===== src/rtl/usb_lpm_pkg.sv =====
package usb_lpm_pkg;
   typedef enum logic [1:0] {
      LS_OFF  = 2'd0,
      LS_ON   = 2'd1,
      LS_SUSP = 2'd2,
      LS_WAKE = 2'd3
   } link_st_e;

   localparam int CTL_CONN = 0;
   localparam int CTL_WAKE = 1;
   localparam int CTL_HSEN = 2;

   localparam int IRQ_SUSP = 0;
   localparam int IRQ_RES  = 1;
   localparam int IRQ_RST  = 2;
endpackage


===== src/rtl/usb_lpm_ms_tick.sv =====
module usb_lpm_ms_tick #(
   parameter int CLKS_PER_MS = 60000
) (
   input  logic clk,
   input  logic rst_n,
   input  logic clr,
   output logic tick
);
   localparam int CW = (CLKS_PER_MS > 2) ? $clog2(CLKS_PER_MS) : 1;
   localparam logic [CW-1:0] LAST = CW'(CLKS_PER_MS - 1);

   generate
      if (CLKS_PER_MS < 2) begin : g_bad_div
         $error("usb_lpm_ms_tick: CLKS_PER_MS must be at least 2");
      end
   endgenerate

   logic [CW-1:0] cnt_q;

   assign tick = !clr && (cnt_q == LAST);

   always_ff @(posedge clk or negedge rst_n) begin
      if (!rst_n)              cnt_q <= '0;
      else if (clr || tick)    cnt_q <= '0;
      else                     cnt_q <= cnt_q + 1'b1;
   end

   // A tick is never followed by another one in the next clock.
   assert_tick_spaced_R3: assert property (@(posedge clk) disable iff (!rst_n)
      tick |=> !tick);
endmodule


===== src/rtl/usb_lpm_idle_timer.sv =====
module usb_lpm_idle_timer #(
   parameter int CLKS_PER_MS = 60000,
   parameter int IDLE_MS     = 3
) (
   input  logic clk,
   input  logic rst_n,
   input  logic run,
   input  logic act,
   output logic timeout
);
   localparam int MW = $clog2(IDLE_MS + 1);
   localparam logic [MW-1:0] MS_LAST = MW'(IDLE_MS - 1);

   generate
      if (IDLE_MS < 1) begin : g_bad_idle
         $error("usb_lpm_idle_timer: IDLE_MS must be at least 1");
      end
   endgenerate

   logic          clr;
   logic          ms_tick;
   logic [MW-1:0] ms_q;

   assign clr = !run || act;

   usb_lpm_ms_tick #(.CLKS_PER_MS(CLKS_PER_MS)) u_tick (
      .clk  (clk),
      .rst_n(rst_n),
      .clr  (clr),
      .tick (ms_tick)
   );

   assign timeout = ms_tick && (ms_q == MS_LAST);

   always_ff @(posedge clk or negedge rst_n) begin
      if (!rst_n)          ms_q <= '0;
      else if (clr)        ms_q <= '0;
      else if (ms_tick)    ms_q <= timeout ? '0 : ms_q + 1'b1;
   end

   // The millisecond count never passes the timeout value.
   assert_ms_bound_R3: assert property (@(posedge clk) disable iff (!rst_n)
      ms_q <= MS_LAST);
endmodule


===== src/rtl/usb_lpm_wake_window.sv =====
module usb_lpm_wake_window #(
   parameter int CLKS_PER_MS = 60000,
   parameter int MIN_MS      = 2,
   parameter int MAX_MS      = 15
) (
   input  logic clk,
   input  logic rst_n,
   input  logic active,
   input  logic done,
   input  logic clr_flag,
   output logic bad
);
   localparam int CW = $clog2(MAX_MS + 2);
   localparam logic [CW-1:0] SAT = CW'(MAX_MS + 1);
   localparam logic [CW-1:0] LO  = CW'(MIN_MS);
   localparam logic [CW-1:0] HI  = CW'(MAX_MS);

   generate
      if (MIN_MS > MAX_MS) begin : g_bad_window
         $error("usb_lpm_wake_window: MIN_MS must not exceed MAX_MS");
      end
   endgenerate

   logic          ms_tick;
   logic [CW-1:0] cnt_q;
   logic          bad_q;

   usb_lpm_ms_tick #(.CLKS_PER_MS(CLKS_PER_MS)) u_tick (
      .clk  (clk),
      .rst_n(rst_n),
      .clr  (!active),
      .tick (ms_tick)
   );

   always_ff @(posedge clk or negedge rst_n) begin
      if (!rst_n)                         cnt_q <= '0;
      else if (!active)                   cnt_q <= '0;
      else if (ms_tick && cnt_q != SAT)   cnt_q <= cnt_q + 1'b1;
   end

   always_ff @(posedge clk or negedge rst_n) begin
      if (!rst_n)         bad_q <= 1'b0;
      else if (clr_flag)  bad_q <= 1'b0;
      else if (done)      bad_q <= (cnt_q < LO) || (cnt_q > HI);
   end

   assign bad = bad_q;

   // The held-time count saturates one above the upper bound.
   assert_cnt_sat_R9: assert property (@(posedge clk) disable iff (!rst_n)
      cnt_q <= SAT);
endmodule


===== src/rtl/usb_link_pwr.sv =====
module usb_link_pwr
   import usb_lpm_pkg::*;
#(
   parameter int CLKS_PER_MS = 60000,
   parameter int IDLE_MS     = 3,
   parameter int WAKE_MIN_MS = 2,
   parameter int WAKE_MAX_MS = 15
) (
   input  logic       clk,
   input  logic       rst_n,
   input  logic       id_float_i,
   input  logic       id_ovr_en_i,
   input  logic       id_ovr_val_i,
   input  logic       bus_act_i,
   input  logic       line_resume_i,
   input  logic       line_reset_i,
   input  logic       ctl_wr_i,
   input  logic [2:0] ctl_wdata_i,
   input  logic       ie_wr_i,
   input  logic [2:0] ie_wdata_i,
   input  logic       stat_rd_i,
   input  logic       hs_done_i,
   input  logic       hs_ok_i,
   output logic       periph_o,
   output logic [2:0] ctl_o,
   output logic [2:0] ie_o,
   output logic [2:0] stat_o,
   output logic       hs_mode_o,
   output logic       wake_bad_o,
   output logic       phy_conn_o,
   output logic       suspended_o,
   output logic       resume_drv_o,
   output logic       irq_suspend_o,
   output logic       irq_resume_o,
   output logic       irq_reset_o,
   output logic       fifo_flush_o,
   output logic       faddr_clr_o,
   output logic       index_clr_o,
   output logic       hs_neg_req_o
);
   link_st_e   st_q, st_d;
   logic [2:0] ctl_q, ie_q, stat_q, stat_set;
   logic       rst_d_q, hs_mode_q;
   logic       periph, conn, rst_ev, timeout;
   logic       ev_susp, ev_res, wake_done;
   logic       irq_susp_q, irq_res_q, irq_rst_q, hs_req_q;

   assign periph = id_float_i || (id_ovr_en_i && id_ovr_val_i);
   assign conn   = ctl_q[CTL_CONN] && periph;
   assign rst_ev = conn && line_reset_i && !rst_d_q;

   usb_lpm_idle_timer #(.CLKS_PER_MS(CLKS_PER_MS), .IDLE_MS(IDLE_MS)) u_idle (
      .clk    (clk),
      .rst_n  (rst_n),
      .run    (conn && st_q == LS_ON),
      .act    (bus_act_i || line_reset_i),
      .timeout(timeout)
   );

   usb_lpm_wake_window #(
      .CLKS_PER_MS(CLKS_PER_MS), .MIN_MS(WAKE_MIN_MS), .MAX_MS(WAKE_MAX_MS)
   ) u_wake (
      .clk     (clk),
      .rst_n   (rst_n),
      .active  (st_q == LS_WAKE),
      .done    (wake_done),
      .clr_flag(rst_ev),
      .bad     (wake_bad_o)
   );

   assign ev_susp   = conn && !rst_ev && st_q == LS_ON   && timeout;
   assign ev_res    = conn && !rst_ev && st_q == LS_SUSP && line_resume_i;
   assign wake_done = conn && !rst_ev && st_q == LS_WAKE && !ctl_q[CTL_WAKE];
   assign stat_set  = {1'b0, ev_res && ie_q[IRQ_RES], ev_susp && ie_q[IRQ_SUSP]};

   always_comb begin
      st_d = st_q;
      if (!conn)        st_d = LS_OFF;
      else if (rst_ev)  st_d = LS_ON;
      else begin
         case (st_q)
            LS_OFF:  st_d = LS_ON;
            LS_ON:   if (timeout) st_d = LS_SUSP;
            LS_SUSP: if (line_resume_i)         st_d = LS_ON;
                     else if (ctl_q[CTL_WAKE])  st_d = LS_WAKE;
            LS_WAKE: if (!ctl_q[CTL_WAKE])      st_d = LS_ON;
            default: st_d = LS_OFF;
         endcase
      end
   end

   always_ff @(posedge clk or negedge rst_n) begin
      if (!rst_n) begin
         st_q       <= LS_OFF;
         rst_d_q    <= 1'b0;
         ctl_q      <= '0;
         ie_q       <= '0;
         stat_q     <= '0;
         hs_mode_q  <= 1'b0;
         irq_susp_q <= 1'b0;
         irq_res_q  <= 1'b0;
         irq_rst_q  <= 1'b0;
         hs_req_q   <= 1'b0;
      end else begin
         st_q       <= st_d;
         rst_d_q    <= line_reset_i;
         irq_susp_q <= stat_set[IRQ_SUSP];
         irq_res_q  <= stat_set[IRQ_RES];
         irq_rst_q  <= rst_ev;
         hs_req_q   <= rst_ev && ctl_q[CTL_HSEN];
         if (ctl_wr_i) ctl_q <= ctl_wdata_i;
         if (rst_ev) begin
            ctl_q[CTL_WAKE] <= 1'b0;
            ie_q            <= '1;
            stat_q          <= 3'b100;
            hs_mode_q       <= 1'b0;
         end else begin
            if (ie_wr_i)   ie_q <= ie_wdata_i;
            stat_q <= (stat_rd_i ? 3'b000 : stat_q) | stat_set;
            if (hs_done_i) hs_mode_q <= hs_ok_i;
         end
      end
   end

   assign periph_o      = periph;
   assign ctl_o         = ctl_q;
   assign ie_o          = ie_q;
   assign stat_o        = stat_q;
   assign hs_mode_o     = hs_mode_q;
   assign phy_conn_o    = conn;
   assign suspended_o   = (st_q == LS_SUSP) || (st_q == LS_WAKE);
   assign resume_drv_o  = (st_q == LS_WAKE);
   assign irq_suspend_o = irq_susp_q;
   assign irq_resume_o  = irq_res_q;
   assign irq_reset_o   = irq_rst_q;
   assign fifo_flush_o  = irq_rst_q;
   assign faddr_clr_o   = irq_rst_q;
   assign index_clr_o   = irq_rst_q;
   assign hs_neg_req_o  = hs_req_q;

   // A dropped connection leaves the link idle one clock later.
   assert_conn_off_R2: assert property (@(posedge clk) disable iff (!rst_n)
      !phy_conn_o |=> (st_q == LS_OFF));

   // A suspend interrupt needs the enable as it was before the edge.
   assert_susp_gate_R4: assert property (@(posedge clk) disable iff (!rst_n)
      irq_suspend_o |-> $past(ie_q[IRQ_SUSP]));

   // No resume interrupt comes out of a software wakeup.
   assert_wake_quiet_R6: assert property (@(posedge clk) disable iff (!rst_n)
      (st_q == LS_WAKE) |=> !irq_resume_o);

   // The clearing strobes last exactly one clock.
   assert_clr_pulse_R7: assert property (@(posedge clk) disable iff (!rst_n)
      faddr_clr_o |=> !faddr_clr_o);

   // The negotiation request only goes out with a bus reset.
   assert_hs_req_R8: assert property (@(posedge clk) disable iff (!rst_n)
      hs_neg_req_o |-> irq_reset_o);

   // A reset wins over resume and timeout in the same clock.
   assert_rst_prio_R10: assert property (@(posedge clk) disable iff (!rst_n)
      rst_ev |=> (irq_reset_o && !irq_suspend_o && !irq_resume_o && !suspended_o));
endmodule


===== config.mk =====
export PLATFORM = sky130hd
export DESIGN_NAME = usb_link_pwr
export DESIGN_NICKNAME = d
export VERILOG_FILES = /design/src/rtl/usb_lpm_pkg.sv /design/src/rtl/usb_lpm_ms_tick.sv /design/src/rtl/usb_lpm_idle_timer.sv /design/src/rtl/usb_lpm_wake_window.sv /design/src/rtl/usb_link_pwr.sv
export SDC_FILE = /design/constraint.sdc
export NUM_CORES = 1
export LEC_CHECK = 0
export ABC_AREA = 1
export CELL_PAD_IN_SITES_DETAIL_PLACEMENT = 1
export CELL_PAD_IN_SITES_GLOBAL_PLACEMENT = 2
export CORE_MARGIN = 4
export CORE_UTILIZATION = 34
export DETAILED_ROUTE_END_ITERATION = 8
export DONT_BUFFER_PORTS = 1
export PLACE_DENSITY_LB_ADDON = 0.1
export SETUP_SLACK_MARGIN = 0.15
export SYNTH_ARGS = -nofsm -noshare
export SYNTH_HDL_FRONTEND = slang
export SYNTH_SLANG_ARGS = --single-unit

===== constraint.sdc =====
create_clock -name clk -period 1.4 [get_ports clk]
set_clock_uncertainty 0.15 [all_clocks]
set_input_delay 0.07 -clock clk [delete_from_list [all_inputs] [get_ports clk]]
set_output_delay 0.07 -clock clk [all_outputs]
set_load 0.03 [all_outputs]

# Yosys cells after proc, flatten, opt, wreduce, memory -nomap -nowiden
# Cells that the tools add are included.
# word_totals
mem_count,0
ram_bits,0
latchBits,0
word_cells,97
register_bits,57
rom_bits,0
# classes
div_mod_pow,0
n_addsub,4
multipliers,0
magnitude_cmp,2
mux,24
reduce_logical,39
n_eq_ne,11
bitwise_logic,1
shift,0
# ops
operator,count
adder 16 x 1 -> 16 bit (second input constant),2
== test 16 bit (second input constant),2
2-to-1 mux 16 bit,2
2-to-1 mux 2 bit,10
logical AND 1 bit,19
2-to-1 mux 3 bit,4
2-to-1 mux 5 bit,2
!= test 5 bit (second input constant),2
nonzero test 2 bit,5
!= test 4 bit (second input constant),2
case mux 2 bit (4 select lines),1
logical OR 1 bit,7
== test 2 bit (second input constant),3
logical NOT 1 bit,6
adder 5 x 1 -> 5 bit (second input constant),1
> comparator 5 x 4 -> 1 bit (second input constant),1
< comparator 5 x 2 -> 1 bit (second input constant),1
2-to-1 mux 1 bit,5
bitwise OR 3 x 2 -> 3 bit,1
AND reduction 3 bit,1
adder 2 x 1 -> 2 bit (second input constant),1
== test 2 x 1 -> 1 bit (second input constant),1
logical NOT 2 bit,1
!= test 2 bit (second input constant),1

# Longest topological paths before layout
# Gate-level depths: netlist of the first run.
# depth
word_depth,13
mapped_depth,10

# By module
# From an unflattened synthesis of the first run, not the netlist that was laid out.
# unflattened
cells_unflattened,402
hier_area_um2,3188.1
# modules_own_cells
module,cells_per_inst,instances,area_per_inst_um2
usb_lpm_ms_tick at u_wake.u_tick,117,1,909.6
usb_lpm_ms_tick at u_idle.u_tick,116,1,879.6
usb_link_pwr,97,1,877.1
usb_lpm_wake_window,56,1,412.9
usb_lpm_idle_timer,16,1,108.9

# Worst setup path after synthesis of the first run
# Ideal clock, no wire load.
# synth_timing
kind,register to register
startpoint,register st_q[0]
endpoint,register u_wake.bad_q (netlist: u_wake.bad)
required_time_ps,1126
setup_time_ps,124
path_stages_with_launch,6
slack_ps,-297
n_path_buf,0
arrival_time_ps,1423
cell_sequence,dfrtp_1 ha_1 inv_1 nor3_1 o21a_1 a21oi_1
# synth_via
elab_chain_cells,4
# synth_lines
item,line_no,text
from (decl),usb_link_pwr.sv:41,"link_st_e st_q, st_d;"
from (signal assigned),usb_link_pwr.sv:105,st_q <= st_d;
== test 2 bit,-,
net resume_drv_o,usb_link_pwr.sv:32,"output logic resume_drv_o,"
logical AND 1 bit (2 in series),usb_link_pwr.sv:73,assign wake_done = conn && !rst_ev && st_q == LS_WAKE && !ctl_q[CTL_WAKE];
nonzero test 2 bit (no line),-,
to (signal assigned),usb_lpm_wake_window.sv:44,else if (done) bad_q <= (cnt_q < LO) || (cnt_q > HI);
to (decl),usb_lpm_wake_window.sv:26,logic bad_q;
# The timed path passes the listed nets, and every way through them passes these cells.
# A chain may end at the register's enable or synchronous reset.

# Worst setup path in the final report of the first run
# layout_timing
startpoint,register u_idle.u_tick.cnt_q[0]
endpoint,register u_idle.ms_q[0]
# layout_via
elab_chain_cells,6
word_cells_on_any_way,7
# layout_lines
item,line_no,text
from (decl),usb_lpm_ms_tick.sv:18,logic [CW-1:0] cnt_q;
from (signal assigned),usb_lpm_ms_tick.sv:25,else cnt_q <= cnt_q + 1'b1;
== test 16 bit *,usb_lpm_ms_tick.sv:20,assign tick = !clr && (cnt_q == LAST);
logical AND 1 bit *,usb_lpm_ms_tick.sv:20,
logical AND 1 bit,usb_lpm_idle_timer.sv:33,assign timeout = ms_tick && (ms_q == MS_LAST);
2-to-1 mux 2 bit (2 in series),usb_lpm_idle_timer.sv:38,else if (ms_tick) ms_q <= timeout ? '0 : ms_q + 1'b1;
2-to-1 mux 2 bit,usb_lpm_idle_timer.sv:37,else if (clr) ms_q <= '0;
to (signal assigned),usb_lpm_idle_timer.sv:38,
to (decl),usb_lpm_idle_timer.sv:22,logic [MW-1:0] ms_q;
# Every way passes the cells marked *; elsewhere a longest branch is shown, timed or not. The select of a mux whose other input is x is not followed.

==> results.cfg, run 1 <==
[status]
status = finished, violations left
failed_checks = negative hold slack, negative setup slack

[synthesis]
syn_inst = 367
yosysTopAreaCell = dfrtp_1
async_flop_share_pct = 100.0
syn_avg_cell_area_um2 = 8.145
synth_top_flop_cell = dfrtp_1
synth_edf_count = 0
ys_ff_latch = 57
ys_warn_count = 0
yosys-top-cells-area = dfrtp_1, nand2_1, nor2_1, inv_1, nand3_1
yosysMostFrequentCell = nand2_1
syn-cell-area_mm2 = 0.002989
syn_nets = 394
synth_common_cells = nand2_1, nor2_1, dfrtp_1
synthDistinctLibCells = 34
synth_top_area_share_pct = 47.72
yosysSeqAreaShare_pct = 47.72

[clock_tree]
path_clk_slew_ps = 80
ctsHoldBuffers = 13
htree_levels = 3
root_buffer = clkbuf_8
clockBufferDepth = 2
tritoncts = yes
cts_buffers = 9
clock_latency_ps = 340
cts.sinks = 57

[setup_path]
cp_max_fo = 6
critPathLaunchType = flop
r2r-start = u_idle.u_tick.cnt_q[0]
path_class = flop to flop
required_ps = 1460
cp-end-kind = flop
arrival_ps = 1680
cp-startpoint = u_idle.u_tick.cnt_q[0]

[min_path]
hold_path.class = input pin to async pin

[sta]
finalCritPeriodShare_pct = 115.6
fin_setup_tns_ps = -6650
slew_headroom_pct = 77.70
period_minus_slack_ps = 1618
max_freq_ghz = 0.6179
rsz0062_at_grt = yes
hold_viol = 57
timing.hold.ws_ps = -733.1
fin_ws_ps = -218.5
maxSlewViolCount = 0
worstMarginPinSlew_ps = 334.5
setup_viol = 45

[placed_design]
place_area_mm2 = 0.003712
pre_cts_ws_ps = -225.7
portBuffers = 0
dp_hpwl_um = 5895
dpl.cell_count = 543
gp_congestion = 0.7498

[floorplan]
row_count = 33
start_util_pct = 35.66
dieWidth_um = 101.8
coreArea_mm2 = 0.008382
io_pins = 41
dieArea_mm2 = 0.01036
die_y_um = 101.8

[global_routing]
grt_pass1_vias = 3069
grt_overflow = 0
grt_pass1_wl_um = 14910
grtUsageTotal_pct = 18.48
antenna_found_initial = 0
grt_max_degree = 58

[routing]
viasPerCell = 4.813
drc = 0
dr.pass1.iters = 4
num_vias = 2835
drt_iter0_markers = 47
ant_nets = 0
drt-total-wl_um = 9265
wl_per_cell_um = 15.73

[run]
drv_cap = 0

[layout]
final_core_util_pct = 56.02
synthToLayoutAreaGrowth_pct = 57.09
antenna_cells = 0
finalInstanceArea_mm2 = 0.004696
nets = 506
final_cells = 589
drive_above_1_share_pct = 44.83

[power]
power.density_mw_per_mm2 = 782.3
leakage_nw = 2.075
p_total_mw = 3.674
ir_drop_mv = 0.4912
==> cell usage in the layout (no fill, tap or decap), types with 10 or more instances in the layout <==
cell           netlist  routed
buf_4                3      79
nand2_1             71      54
dfrtp_1             57      53
nor2_1              60      43
inv_1               46      39
nand3_1             21      17
nor2_4               2      14
dlygate4sd3_1        0      13
nor2_2               7      12
nand4_1             12      12
nand2_2              5      11
nand2_4              0      10
xor2_1              10      10
clkbuf_8             0      10
buf_6                1      10
==> power by group <==
part,internal (mW),switching [mW],total [mW]
sequential,1.68,0.0516,1.73
combinational,0.167,0.215,0.382
clock,0.864,0.692,1.56
total,2.71,0.959,3.67
==> cell type report <==
| type | count | area, µm² |
|---|---|---|
| Inverter | 50 | 205.2 |
| Fill cell | 990 | 3686 |
| Tap cell | 105 | 131.4 |
| Clock buffer | 11 | 141.4 |
| Clock inverter | 5 | 55.05 |
| Sequential cell | 57 | 1431 |
| Timing Repair Buffer | 106 | 915.9 |
| Multi-Input combinational cell | 255 | 1815 |
==> state kept, by name, indices dropped and copies added (netlist names) <==
signal	flops
irq_suspend_o	1
irq_resume_o	1
ctl_o	3
u_idle.ms_q	2
u_wake.u_tick.cnt_q	16
hs_neg_req_o	1
u_idle.u_tick.cnt_q	16
st_q	2
faddr_clr_o	1
u_wake.bad	1
rst_d_q	1
stat_o	3
u_wake.cnt_q	5
ie_o	3
hs_mode_o	1
==> critical path, cell delays in order, from the launching register on <==
cell	delay, ps
dfrtp_1	390
ha_4	170
nand2_4	60
nor2_4	130
nand2_4	80
o21ai_4	240
inv_4	100
nand2_2	90
o31ai_4	70
==> cell families (layout without fill, tap and decap cells) <==
family	after synthesis	count (layout)	share of synthesized area [%]
buf+inv	55	172	7.618
fa+ha+maj	8	8	3.349
simple gates	200	200	30.43
mux	4	4	1.381
flops	57	57	47.72
compound gates	31	31	5.986
xor+xnor	12	12	3.516
==> worst paths after layout <==
check | end | slack [ps] | cells after the start
setup / recovery | u_idle.ms_q[0] | -220 | 8
hold / removal | u_wake.cnt_q[3] | -730 | 0
setup reg to reg | u_idle.ms_q[0] | -220 | 8
hold reg to reg | u_idle.ms_q[0] | 360 | 1
max in group asynchronous | ie_o[0] | 1720 | 0
min in group clk | irq_suspend_o | 30 | 6
==> per-layer routing <==
layer | up-vias | routed length, µm | share of wire (%) | GRT usage (%)
met5 | - | 0 | 0 | 0
met4 | 0 | 162 | 1.7 | 7.362
met3 | 14 | 216 | 2.3 | 3.237
li1 | 1401 | - | - | -
met2 | 27 | 4941 | 53 | 31.84
met1 | 1393 | 3945 | 43 | 22.88
==> repair_timing <==
item / CTS / global route
pin swaps: 11 / 28
resized for setup: 49 / 87
gates cloned: 0 / 2
buffers inserted: 8 / 7
setup endpoints to repair: 50 / 55
endpoints found under the hold margin: 73 / 57
Power figures use the tool's default switching activity.
==> inputs of run 2 (changes only) <==
Clock period 1.4 ns to 1.36 ns, I/O delays scaled along.
==> run 2 against run 1 <==
The run still ends with negative hold slack, negative setup slack left. Worst hold slack improved by 3.4 ps. Flip-flop and latch count is the same. Highest routed layer unchanged. Wire length increased by 2.9%. Critical endpoint unchanged. First-iteration DRC count grew 85%. Power up 1.8%.
==> results.cfg, run 2 (same netlist as run 1, synthesis figures left out) <==
[status]
status = finished, violations left
failed_checks = negative hold slack, negative setup slack

[global_routing]
grt_busiest_layer = met2
use_met1_pct = 22.69
grtUsageTotal_pct = 19.25
use_met3_pct = 3.237
grt_use_met2_pct = 34.81
antenna_found_initial = 0
grt_max_degree = 58
grt_pass1_vias = 3153
grt_pass1_wl_um = 15360
grt_overflow = 0

[setup_path]
required_ps = 1430
rr_endpoint = u_idle.ms_q[0]
r2r_setup_slack_ps = -250
cp_max_fo = 6
r2r-start = u_idle.u_tick.cnt_q[0]
crit_path_end = u_idle.ms_q[0]
path_class = flop to flop
cp-end-kind = flop
rr_worst_depth = 8
arrival_ps = 1680
cp-startpoint = u_idle.u_tick.cnt_q[0]
critPathLaunchType = flop

[floorplan]
io_pins = 41
die_y_um = 101.8
dieArea_mm2 = 0.01036
row_count = 33
coreArea_mm2 = 0.008382
start_util_pct = 35.66
dieWidth_um = 101.8

[placed_design]
portBuffers = 0
pre_cts_ws_ps = -255.7
dp_hpwl_um = 6123
gp_congestion = 0.8114
dpl.cell_count = 554

[layout]
synthToLayoutAreaGrowth_pct = 58.85
largestRegisters = u_idle.u_tick.cnt_q: 16 flops, u_wake.u_tick.cnt_q: 16 flops, u_wake.cnt_q: 5 flops
antenna_cells = 0
drive_above_1_share_pct = 44.69
nets = 521
final_cells = 604
final_core_util_pct = 56.65
layout_commonest_cell = buf_4
layout_common_cells = buf_4, dfrtp_1, nand2_1

[routing]
viasPerCell = 4.826
dr.pass1.iters = 4
wl_per_cell_um = 15.78
drt-total-wl_um = 9534
ant_nets = 0
drt_iter0_markers = 87
drc = 0
num_vias = 2915

[clock_tree]
cts_buffers = 9
cts.sinks = 57
root_buffer = clkbuf_8
tritoncts = yes
clock_latency_ps = 340
htree_levels = 3
path_clk_slew_ps = 70
clockBufferDepth = 2
ctsHoldBuffers = 13

[sta]
slew_headroom_pct = 78.59
max_freq_ghz = 0.6211
worstMarginPinSlew_ps = 321.2
fin_ws_ps = -250.1
finalCritPeriodShare_pct = 118.4
setup_viol = 48
period_minus_slack_ps = 1610
timing.hold.ws_ps = -729.7
rsz0062_at_grt = yes
maxSlewViolCount = 0
hold_viol = 57

[min_path]
hold_path.class = input pin to async pin

[power]
p_total_mw = 3.741
ir_drop_mv = 0.6060
power.density_mw_per_mm2 = 787.9
leakage_nw = 2.125

[run]
drv_cap = 0
## run 2: worst min-delay path by stage
stage	to	slack (ps)	cells past startpoint
3_5_place_dp	u_wake.u_tick.cnt_q[9]	-380	0
2_1_floorplan	ctl_o[0]	-380	0
6_report	u_wake.cnt_q[3]	-730	0
4_1_cts	irq_resume_o	-740	0
3_3_place_gp	u_wake.u_tick.cnt_q[8]	-380	0
5_1_grt	u_wake.cnt_q[3]	-750	0
## run 2: final cells by class
class	count	area, µm²
Inverter	50	205.2
Tap cell	105	131.4
Clock inverter	6	58.81
Multi-Input combinational cell	255	1747
Fill cell	978	3633
Sequential cell	57	1429
Timing Repair Buffer	121	1050
Clock buffer	10	127.6
## run 2: through the flow
stage	hold WS [ps]	TNS, ps	instance area [µm²]
4_1_cts	-741.7	-8286	4499
6_report	-729.7	-8910	4748
2_1_floorplan	-377.6	-3280	3053
3_5_place_dp	-375.7	-7641	3805
3_3_place_gp	-375.6	-5686	3805
5_1_grt	-754.2	-13100	4748
## run 2: what timing repair did
item                                    4_1_cts  5_1_grt
cloned                                        1        0
pin swaps                                    17       17
setup buffers                                10       10
gates resized for setup                      71       48
endpoints found under the setup margin       58       58
hold endpoints to repair                     74       57
## run 2: worst max-delay path, stage by stage (launching register included)
cell and delay (ps):
dfrtp_1 410, ha_4 170, nand2_4 60, nor2_4 140, nand2_4 90, o21ai_4 220
inv_4 70, nand2_1 110, o31ai_4 80
## run 2: per-layer routing
layer | vias to the layer above | wire [µm]
li1 | 1431 | -
met1 | 1447 | 3867
met2 | 28 | 5347
met3 | 9 | 202
met4 | 0 | 116
met5 | - | 0
## run 2: power by group
group	switching, mW	internal (mW)	total, mW
clock network	0.721	0.837	1.56
registers	0.0494	1.73	1.78
logic	0.216	0.186	0.403
